## src/rtl/booth8_pkg.sv

```systemverilog
package booth8_pkg;

    // One recoded digit: sign flag plus magnitude 0..4
    typedef struct packed {
        logic       neg;
        logic [2:0] mag;
    } digit_t;

    // Window weights: -4 for bit 3, +2 / +1 / +1 for bits 2..0
    function automatic digit_t decode_win(input logic [3:0] w);
        digit_t     d;
        logic [2:0] s;
        s = 3'(w[2]) + 3'(w[2]) + 3'(w[1]) + 3'(w[0]);
        if (w[3]) begin
            d.neg = (s != 3'd4);
            d.mag = 3'd4 - s;
        end else begin
            d.neg = 1'b0;
            d.mag = s;
        end
        return d;
    endfunction

endpackage

```

## src/rtl/ks_prefix_adder.sv

```systemverilog
module ks_prefix_adder #(
    parameter int W = 32
) (
    input  logic [W-1:0] x_i,
    input  logic [W-1:0] y_i,
    output logic [W-1:0] sum_o
);
    localparam int LVL = (W > 1) ? $clog2(W) : 1;

    logic [W-1:0] g_q [0:LVL];
    logic [W-1:0] p_q [0:LVL];
    logic [W-1:0] carry_d;

    // pre-computation
    assign p_q[0] = x_i ^ y_i;
    assign g_q[0] = x_i & y_i;

    // prefix network, span doubles each level
    for (genvar l = 0; l < LVL; l++) begin : g_lvl
        localparam int SPAN = 1 << l;
        for (genvar i = 0; i < W; i++) begin : g_bit
            if (i >= SPAN) begin : g_cell
                assign g_q[l+1][i] = g_q[l][i] | (p_q[l][i] & g_q[l][i-SPAN]);
                assign p_q[l+1][i] = p_q[l][i] & p_q[l][i-SPAN];
            end else begin : g_pass
                assign g_q[l+1][i] = g_q[l][i];
                assign p_q[l+1][i] = p_q[l][i];
            end
        end
    end

    // sum formation: carry into bit i is group generate of bits i-1..0
    always_comb begin
        carry_d = {g_q[LVL][W-2:0], 1'b0};
        sum_o   = p_q[0] ^ carry_d;
    end
endmodule

```

## src/rtl/booth8_recoder.sv

```systemverilog
module booth8_recoder
    import booth8_pkg::*;
#(
    parameter int B_W = 16,
    parameter int NPP = (B_W + 2) / 3
) (
    input  logic [B_W-1:0]           mplr_i,
    output digit_t [NPP-1:0]         dig_o
);
    localparam int EXT_W = 3 * NPP + 1;

    logic [EXT_W-1:0] ext_d;

    assign ext_d = {{(EXT_W - B_W - 1){mplr_i[B_W-1]}}, mplr_i, 1'b0};

    for (genvar i = 0; i < NPP; i++) begin : g_win
        assign dig_o[i] = decode_win(ext_d[3*i+3 -: 4]);
    end
endmodule

```

## src/rtl/booth8_pp_row.sv

```systemverilog
module booth8_pp_row
    import booth8_pkg::*;
#(
    parameter int A_W   = 16,
    parameter int P_W   = 32,
    parameter int SHIFT = 0
) (
    input  logic [A_W-1:0] x1_i,
    input  logic [A_W+1:0] x3_i,
    input  digit_t         dig_i,
    output logic [P_W-1:0] row_o
);
    localparam int M_W = A_W + 3;

    logic [M_W-1:0] x1s_d;
    logic [M_W-1:0] mult_d;
    logic [P_W-1:0] wide_d;

    assign x1s_d = {{3{x1_i[A_W-1]}}, x1_i};

    always_comb begin
        unique case (dig_i.mag)
            3'd1:    mult_d = x1s_d;
            3'd2:    mult_d = x1s_d << 1;
            3'd3:    mult_d = {x3_i[A_W+1], x3_i};
            3'd4:    mult_d = x1s_d << 2;
            default: mult_d = '0;
        endcase
        if (dig_i.neg) begin
            mult_d = ~mult_d;
        end
        wide_d = {{(P_W - M_W){mult_d[M_W-1]}}, mult_d};
        row_o  = wide_d << SHIFT;
    end
endmodule

```

## src/rtl/booth8_csa_chain.sv

```systemverilog
module booth8_csa_chain #(
    parameter int W = 32,
    parameter int N = 7
) (
    input  logic [N-1:0][W-1:0] rows_i,
    output logic [W-1:0]        sum_o,
    output logic [W-1:0]        carry_o
);
    logic [W-1:0] s_q [1:N-1];
    logic [W-1:0] c_q [1:N-1];

    assign s_q[1] = rows_i[0];
    assign c_q[1] = rows_i[1];

    // 3:2 compression, one new row per stage
    for (genvar k = 2; k < N; k++) begin : g_stage
        logic [W-1:0] maj_d;
        assign s_q[k] = s_q[k-1] ^ c_q[k-1] ^ rows_i[k];
        assign maj_d  = (s_q[k-1] & c_q[k-1]) | (s_q[k-1] & rows_i[k])
                      | (c_q[k-1] & rows_i[k]);
        assign c_q[k] = maj_d << 1;
    end

    assign sum_o   = s_q[N-1];
    assign carry_o = c_q[N-1];
endmodule

```

## src/rtl/booth8_mul.sv

```systemverilog
module booth8_mul
    import booth8_pkg::*;
#(
    parameter int A_W = 16,
    parameter int B_W = 16
) (
    input  logic [A_W-1:0]     mcand_i,
    input  logic [B_W-1:0]     mplr_i,
    output logic [A_W+B_W-1:0] prod_o
);
    localparam int P_W  = A_W + B_W;
    localparam int NPP  = (B_W + 2) / 3;
    localparam int NROW = NPP + 1;
    localparam int T_W  = A_W + 2;

    digit_t [NPP-1:0]        dig_d;
    logic [T_W-1:0]          x1t_d;
    logic [T_W-1:0]          x2t_d;
    logic [T_W-1:0]          triple_d;
    logic [NROW-1:0][P_W-1:0] rows_d;
    logic [P_W-1:0]          corr_d;
    logic [P_W-1:0]          ks_x_d;
    logic [P_W-1:0]          ks_y_d;

    // 3X = X + 2X, formed once
    assign x1t_d = {{2{mcand_i[A_W-1]}}, mcand_i};
    assign x2t_d = x1t_d << 1;

    ks_prefix_adder #(.W(T_W)) u_triple (
        .x_i   (x1t_d),
        .y_i   (x2t_d),
        .sum_o (triple_d)
    );

    booth8_recoder #(.B_W(B_W), .NPP(NPP)) u_rec (
        .mplr_i (mplr_i),
        .dig_o  (dig_d)
    );

    for (genvar i = 0; i < NPP; i++) begin : g_row
        booth8_pp_row #(.A_W(A_W), .P_W(P_W), .SHIFT(3 * i)) u_row (
            .x1_i  (mcand_i),
            .x3_i  (triple_d),
            .dig_i (dig_d[i]),
            .row_o (rows_d[i])
        );
    end

    // +1 injections completing the negation of each negative row
    always_comb begin
        corr_d = '0;
        for (int i = 0; i < NPP; i++) begin
            corr_d[3*i] = dig_d[i].neg;
        end
    end
    assign rows_d[NPP] = corr_d;

    booth8_csa_chain #(.W(P_W), .N(NROW)) u_csa (
        .rows_i  (rows_d),
        .sum_o   (ks_x_d),
        .carry_o (ks_y_d)
    );

    ks_prefix_adder #(.W(P_W)) u_final (
        .x_i   (ks_x_d),
        .y_i   (ks_y_d),
        .sum_o (prod_o)
    );
endmodule

```

## config.mk

```make
export PLATFORM = sky130hd
export DESIGN_NAME = booth8_mul
export DESIGN_NICKNAME = d
export VERILOG_FILES = /design/src/rtl/booth8_pkg.sv /design/src/rtl/ks_prefix_adder.sv /design/src/rtl/booth8_recoder.sv /design/src/rtl/booth8_pp_row.sv /design/src/rtl/booth8_csa_chain.sv /design/src/rtl/booth8_mul.sv
export SDC_FILE = /design/constraint.sdc
export NUM_CORES = 1
export LEC_CHECK = 0
export BUFFER_PORTS_ARGS = -buffer_cell sky130_fd_sc_hd__buf_4
export CORE_MARGIN = 3
export CORE_UTILIZATION = 50
export DETAILED_ROUTE_END_ITERATION = 8
export GPL_ROUTABILITY_DRIVEN = 0
export PLACE_DENSITY = 0.76
export SYNTH_ARGS = -nofsm -noshare
export SYNTH_HDL_FRONTEND = slang
export SYNTH_SLANG_ARGS = --single-unit
```

## constraint.sdc

```tcl
create_clock -name vclk -period 15.7
set_clock_uncertainty 0.15 [all_clocks]
set_input_delay 0.785 -clock vclk [all_inputs]
set_output_delay 0.785 -clock vclk [all_outputs]
set_load 0.005 [all_outputs]
```

* Word-level counts from Yosys, hierarchy flattened
Index checks and enable logic that the tools add are counted.
Word-level totals: input port bits 32, register bits 0
Cells by class: mux-type cells 18, add/subtract/negate cells 23, bitwise gates (word level) 535, eq/ne operators 30
Operator list (count):
- $and A31 B31 Y31 | 14
- $pmux W19 S4 | 5
- $xor A32 B32 Y32 | 11
- $and A1 B1 Y1 | 310
- $or A31 B31 Y31 | 10
- $or A1 B1 Y1 | 178
- $mux W19 | 5
- $not A19 Y19 | 5
- $pmux W17 S4 | 1
- $and A31 B16 Y31 | 2
- $eq A3 B2 Y1 const B | 12
- $xor A18 B18 Y18 | 2
- $add A3 B1 Y3 | 11
- $xor A32 B16 Y32 | 1
- $mux W4 | 6
- $eq A3 B1 Y1 const B | 6
- $eq A3 B3 Y1 const B | 6
- $ne A3 B3 Y1 const B | 6
- $sub A3 B3 Y3 const A | 6
- $and A17 B17 Y17 | 1
- $mux W17 | 1
- $not A17 Y17 | 1
- $add A1 B1 Y2 | 6

* Depth between registers and ports, before layout
depth in word-level cells 40, mapped depth 35, gate-level depth less buffers 33

* Hierarchy
A second synthesis with hierarchy kept.
Second synthesis, totals: cell total of the unflattened synthesis 1207, area total of the unflattened synthesis 11238.3 µm²
Modules (own cells, without submodules):
- booth8_pp_row (g_row[1].u_row ...) | times used 4, cells an instance 105, area an instance 834.6 µm²
- booth8_csa_chain | times used 1, cells an instance 174, area an instance 3206.8 µm²
- ks_prefix_adder (u_final) | times used 1, cells an instance 238, area an instance 1691.6 µm²
- booth8_pp_row (g_row[5].u_row) | times used 1, cells an instance 103, area an instance 843.3 µm²
- ks_prefix_adder (u_triple) | times used 1, cells an instance 116, area an instance 837.1 µm²
- booth8_pp_row (g_row[0].u_row) | times used 1, cells an instance 104, area an instance 830.8 µm²
- booth8_recoder | times used 1, cells an instance 51, area an instance 486.7 µm²
- booth8_mul | times used 1, cells an instance 1, area an instance 3.8 µm²

* Worst setup path after synthesis
OpenSTA, ideal clock, no wires.
path kind in2out, start point input mcand_i[1], end point output prod_o[31], cell stages on the path 34, buffers on the path 2, data arrival time 7.977 ns, path slack 6.788 ns, required time 14.765 ns, cells stage by stage clkbuf_1 > clkbuf_1 > inv_1 > fa_1 > nor2b_1 > o21ai_0 > a21boi_0 > o21ai_1 > a21boi_0 > o21ai_0 > a21boi_0 > nor2_1 > a222oi_1 > xnor2_1 > fa_1 > inv_1 > fa_1 > inv_1 > fa_1 > inv_1 > fa_1 > fa_1 > inv_1 > ha_1 > and3_1 > nand2_1 > o211ai_1 > o2111ai_1 > a21oi_1 > nor4_1 > nor2_1 > a311oi_1 > o2bb2ai_1 > xnor2_1
Between the ends: longest elaborated chain between the ends 39, elaborated cells between the ends (all ways) 198, classes of those cells 12 x mux; 186 x bitwise
Ends and longest elaborated chain:
- start, declared | line booth8_mul.sv:7 | input logic [A_W-1:0] mcand_i,
- $xor A18 B18 Y18 or $and A17 B17 Y17 (tied branches) | line ks_prefix_adder.sv:15, ks_prefix_adder.sv:16
- $and A1 B1 Y1 | line ks_prefix_adder.sv:23 | assign g_q[l+1][i] = g_q[l][i] | (p_q[l][i] & g_q[l][i-SPAN]);
- $or A1 B1 Y1 | line ks_prefix_adder.sv:23
- $and A1 B1 Y1 | line ks_prefix_adder.sv:23
- $or A1 B1 Y1 | line ks_prefix_adder.sv:23
- $and A1 B1 Y1 | line ks_prefix_adder.sv:23
- $or A1 B1 Y1 | line ks_prefix_adder.sv:23
- $and A1 B1 Y1 | line ks_prefix_adder.sv:23
- [... 21 more ...]
- $xor A32 B32 Y32 or $and A31 B31 Y31 (tied branches) | line ks_prefix_adder.sv:15, ks_prefix_adder.sv:16
- $and A1 B1 Y1 | line ks_prefix_adder.sv:23
- $or A1 B1 Y1 | line ks_prefix_adder.sv:23
- $and A1 B1 Y1 | line ks_prefix_adder.sv:23
- $or A1 B1 Y1 | line ks_prefix_adder.sv:23
- $and A1 B1 Y1 | line ks_prefix_adder.sv:23
- $or A1 B1 Y1 (3 in a row) | line ks_prefix_adder.sv:23
- $xor A32 B32 Y32 * | line ks_prefix_adder.sv:35 | sum_o = p_q[0] ^ carry_d;
- end, declared | line booth8_mul.sv:9 | output logic [A_W+B_W-1:0] prod_o
Every way passes the cells marked *; elsewhere a longest branch is shown, timed or not.

* Worst setup path in the final report
start point input mplr_i[2], end point output prod_o[31]
Between the ends: longest elaborated chain between the ends 33, elaborated cells between the ends (all ways) 143, classes of those cells 2 x add/sub; 9 x eq/ne; 6 x mux; 126 x bitwise
Ends and longest elaborated chain:
- start, declared | line booth8_mul.sv:8 | input logic [B_W-1:0] mplr_i,
- $add A3 B1 Y3 | line booth8_pkg.sv:13 | s = 3'(w[2]) + 3'(w[2]) + 3'(w[1]) + 3'(w[0]);
- $sub A3 B3 Y3 | line booth8_pkg.sv:16 | d.mag = 3'd4 - s;
- $mux W4 | line booth8_pkg.sv:14 | if (w[3]) begin
- $eq A3 B3 Y1, or another cell as far along | line booth8_pp_row.sv:22 | unique case (dig_i.mag)
- $pmux W19 S4 | line booth8_pp_row.sv:22
- $not A19 Y19 | line booth8_pp_row.sv:30 | mult_d = ~mult_d;
- $mux W19 | line booth8_pp_row.sv:29 | if (dig_i.neg) begin
- $and A31 B31 Y31 | line booth8_csa_chain.sv:19 | assign maj_d = (s_q[k-1] & c_q[k-1]) | (s_q[k-1] & rows_i[k])
- [... 17 more ...]
- $and A1 B1 Y1 | line ks_prefix_adder.sv:23
- $or A1 B1 Y1 | line ks_prefix_adder.sv:23
- $and A1 B1 Y1 | line ks_prefix_adder.sv:23
- $or A1 B1 Y1 | line ks_prefix_adder.sv:23
- $and A1 B1 Y1 or $or A1 B1 Y1 (tied branches) | line ks_prefix_adder.sv:23
- $or A1 B1 Y1 or $and A1 B1 Y1 (tied branches) | line ks_prefix_adder.sv:23
- $or A1 B1 Y1 | line ks_prefix_adder.sv:23
- $xor A32 B32 Y32 * | line ks_prefix_adder.sv:35
Marks and branches as above.

==> impl_metrics.yaml <==
worst_setup_path:
  crit_slowest_cell: "nor3_1"
  crit_buf_inv: 7
  worst_setup_path_end_kind: "output port"
  critical-path-max-stage-delay_ns: 0.93
  cp.required_ns: 14.77
  cp.arrival_ns: 9.22
  cp-start-kind: "primary input"
  path_max_fanout: 29
  critPathTopFamily: "adder cells"
  path_class: "primary input to output port"
routing:
  wire_per_inst_um: 18.4
  antenna_left: 0
  drc_errors: 30
  via_per_inst: 6.24
  totalWireLength_um: 23700
  vias: 8033
  firstDrtPassIters: 9
  drt_iter0_drc: 1158
status:
  status: "finished, violations left"
  violations: "design-rule violations"
die:
  placeableCoreArea_um2: 16100
  io_pins: 64
  die_width_um: 135
  die-area_um2: 18200
  rows: 46
  die_h_um: 135
  start_util_pct: 51.8
final_layout:
  layout-drive-gt1-share_pct: 7.84
  seq_area_um2: 0
  nFlopsAndLatches: 0
  nNetsFinal: 1292
  fin_cells: 1287
  antenna_cells: 0
  area_growth_pct: 6.33
  n_clock_buffer: 0
hold_path:
  holdPathStages: 3
  hp-class: "primary input to output port"
  min_from: "mplr_i[2]"
  holdPathEnd: "prod_o[0]"
global_route:
  grt_max_degree: 30
  first_global_vias: 7391
  grt_overflow: 0
  antenna_found_initial: 0
  grt_pass1_wl_um: 38300
  grt_use_total_pct: 25.3
placed_design:
  dp_hpwl_um: 18600
  post-place-cells: 1287
  port_buffers: 64
sta:
  setup-tns-final_ns: 0
  drv_slew: 0
  timing.final.crit_share_pct: 64.7
  final_hold_viol_count: 0
  setup_viol: 0
  worst_pin_slew_ns: 1.19
  fmax_mhz: 98.5
  finalCriticalPeriod_ns: 10.15
  rsz0062_at_grt: "no"
  relSlewSlack_pct: 19.7
yosys:
  synthXorXnorAreaFrac_pct: 15.6
  yosysTopAreaCellShare_pct: 17.8
  synth_top_family_by_area: "adder cells"
  synth_cells: 1075
  synth.area.top_cells: "fa_1 18%, ha_1 17%, xnor2_1 12%"
  yosys_warnings: 0
  yosysSeqAreaShare_pct: 0
  synth_compound_area_share_pct: 26.4
  synth_cell_type_count: 63
  synth_fa_ha_area_share_pct: 34.8
  syn-num-nets: 1294
  synth_area_um2: 8320
  muxShareOfSynthArea_pct: 1.58
  yosys.area_share.simple_pct: 12.2
  synth_area_leader_cell: "fa_1"
  postSynthAreaPerCell_um2: 7.74
cts:
  cts_resized: 0
  cts-hold-fix-buffers: 0
  post-cts-setup-buffers: 0
run:
  drv_cap: 0
==> layer usage <==
layer / up-vias / track usage (%) / wire, µm
met1: 3695 / 37.6 / 10100
met5: - / 0 / 0
met3: 67 / 4.17 / 2860
li1: 3800 / - / -
met2: 471 / 38.9 / 9980
met4: 0 / 5.15 / 699
==> worst min-delay path, stage by stage <==
cell and delay (ns):
buf_4 0.22, xnor2_1 0.19, buf_4 0.10
==> placed cells by master (no fill, tap or decap), types with 5 or more instances in the layout <==
cell type / count
a22o_1: 41
nand4_1: 7
nand2b_1: 12
nor3_1: 15
nor2b_1: 16
o221ai_1: 5
a32oi_1: 5
a21o_1: 9
ha_1: 113
o21a_1: 11
o21ai_0: 56
buf_4: 73
and3_1: 11
a21oi_1: 48
inv_1: 126
a222oi_1: 32
a31oi_1: 9
o211ai_1: 5
nand3_1: 17
o21bai_1: 5
nor2_1: 52
nand2_1: 69
o22ai_1: 6
mux2i_1: 12
fa_1: 74
xor2_1: 31
a22oi_1: 25
o21ai_1: 7
a221oi_1: 11
xnor2_1: 117
==> area by class of cell <==
class | instances | area (µm²)
well taps | 216 | 270
fillers | 1520 | 7210
inverters | 130 | 488
repair buffers | 73 | 548
multi-input cells | 868 | 7540
==> cell usage after synthesis, types with 7 or more instances <==
library cell / number
a31oi_1: 9
and3_1: 11
a21o_1: 9
nand2b_1: 12
ha_1: 113
o21a_1: 11
nand3_1: 17
xor2_1: 31
nand4_1: 7
buf_1: 9
clkbuf_1: 66
nor2_1: 52
a222oi_1: 32
mux2i_1: 12
a221oi_1: 11
a21oi_1: 48
xnor2_1: 117
nand2_1: 69
o21ai_1: 7
o21ai_0: 56
fa_1: 74
nor3_1: 15
nor2b_1: 16
inv_1: 126
a22o_1: 41
a22oi_1: 25
==> worst max-delay path by stage <==
stage,startpoint,end,slack [ns],depth (start not counted)
floorplan,mcand_i[1],prod_o[31],6.79,34
global placement,mplr_i[2],prod_o[31],5.79,30
detailed placement,mplr_i[5],prod_o[31],5.63,31
CTS,mplr_i[5],prod_o[31],5.61,31
global route,mplr_i[2],prod_o[31],4.93,30
finish,mplr_i[2],prod_o[31],5.55,30
==> per-stage QoR <==
step / utilization [%] / hold WS, ns / worst slack (ns) / instance area [µm²]
2_1_floorplan: - / 1.61 / 6.79 / 8320
3_3_place_gp: 55.1 / 1.93 / 5.79 / 8850
3_5_place_dp: 55.1 / 1.94 / 5.63 / 8850
4_1_cts: 55.1 / 1.94 / 5.61 / 8850
5_1_grt: 55.1 / 1.97 / 4.93 / 8850
6_report: 55.1 / 1.94 / 5.55 / 8850
==> kinds of logic after synthesis <==
group,Yosys count
AO/OA/AOI/OAI,305
XOR/XNOR,148
adder cells (fa/ha/maj),187
buffers and inverters,207
multiplexers,13
AND/OR/NAND/NOR,215
Power is not shown: default switching activity piles up to over one toggle a cycle in this logic, so the estimate is an artifact.
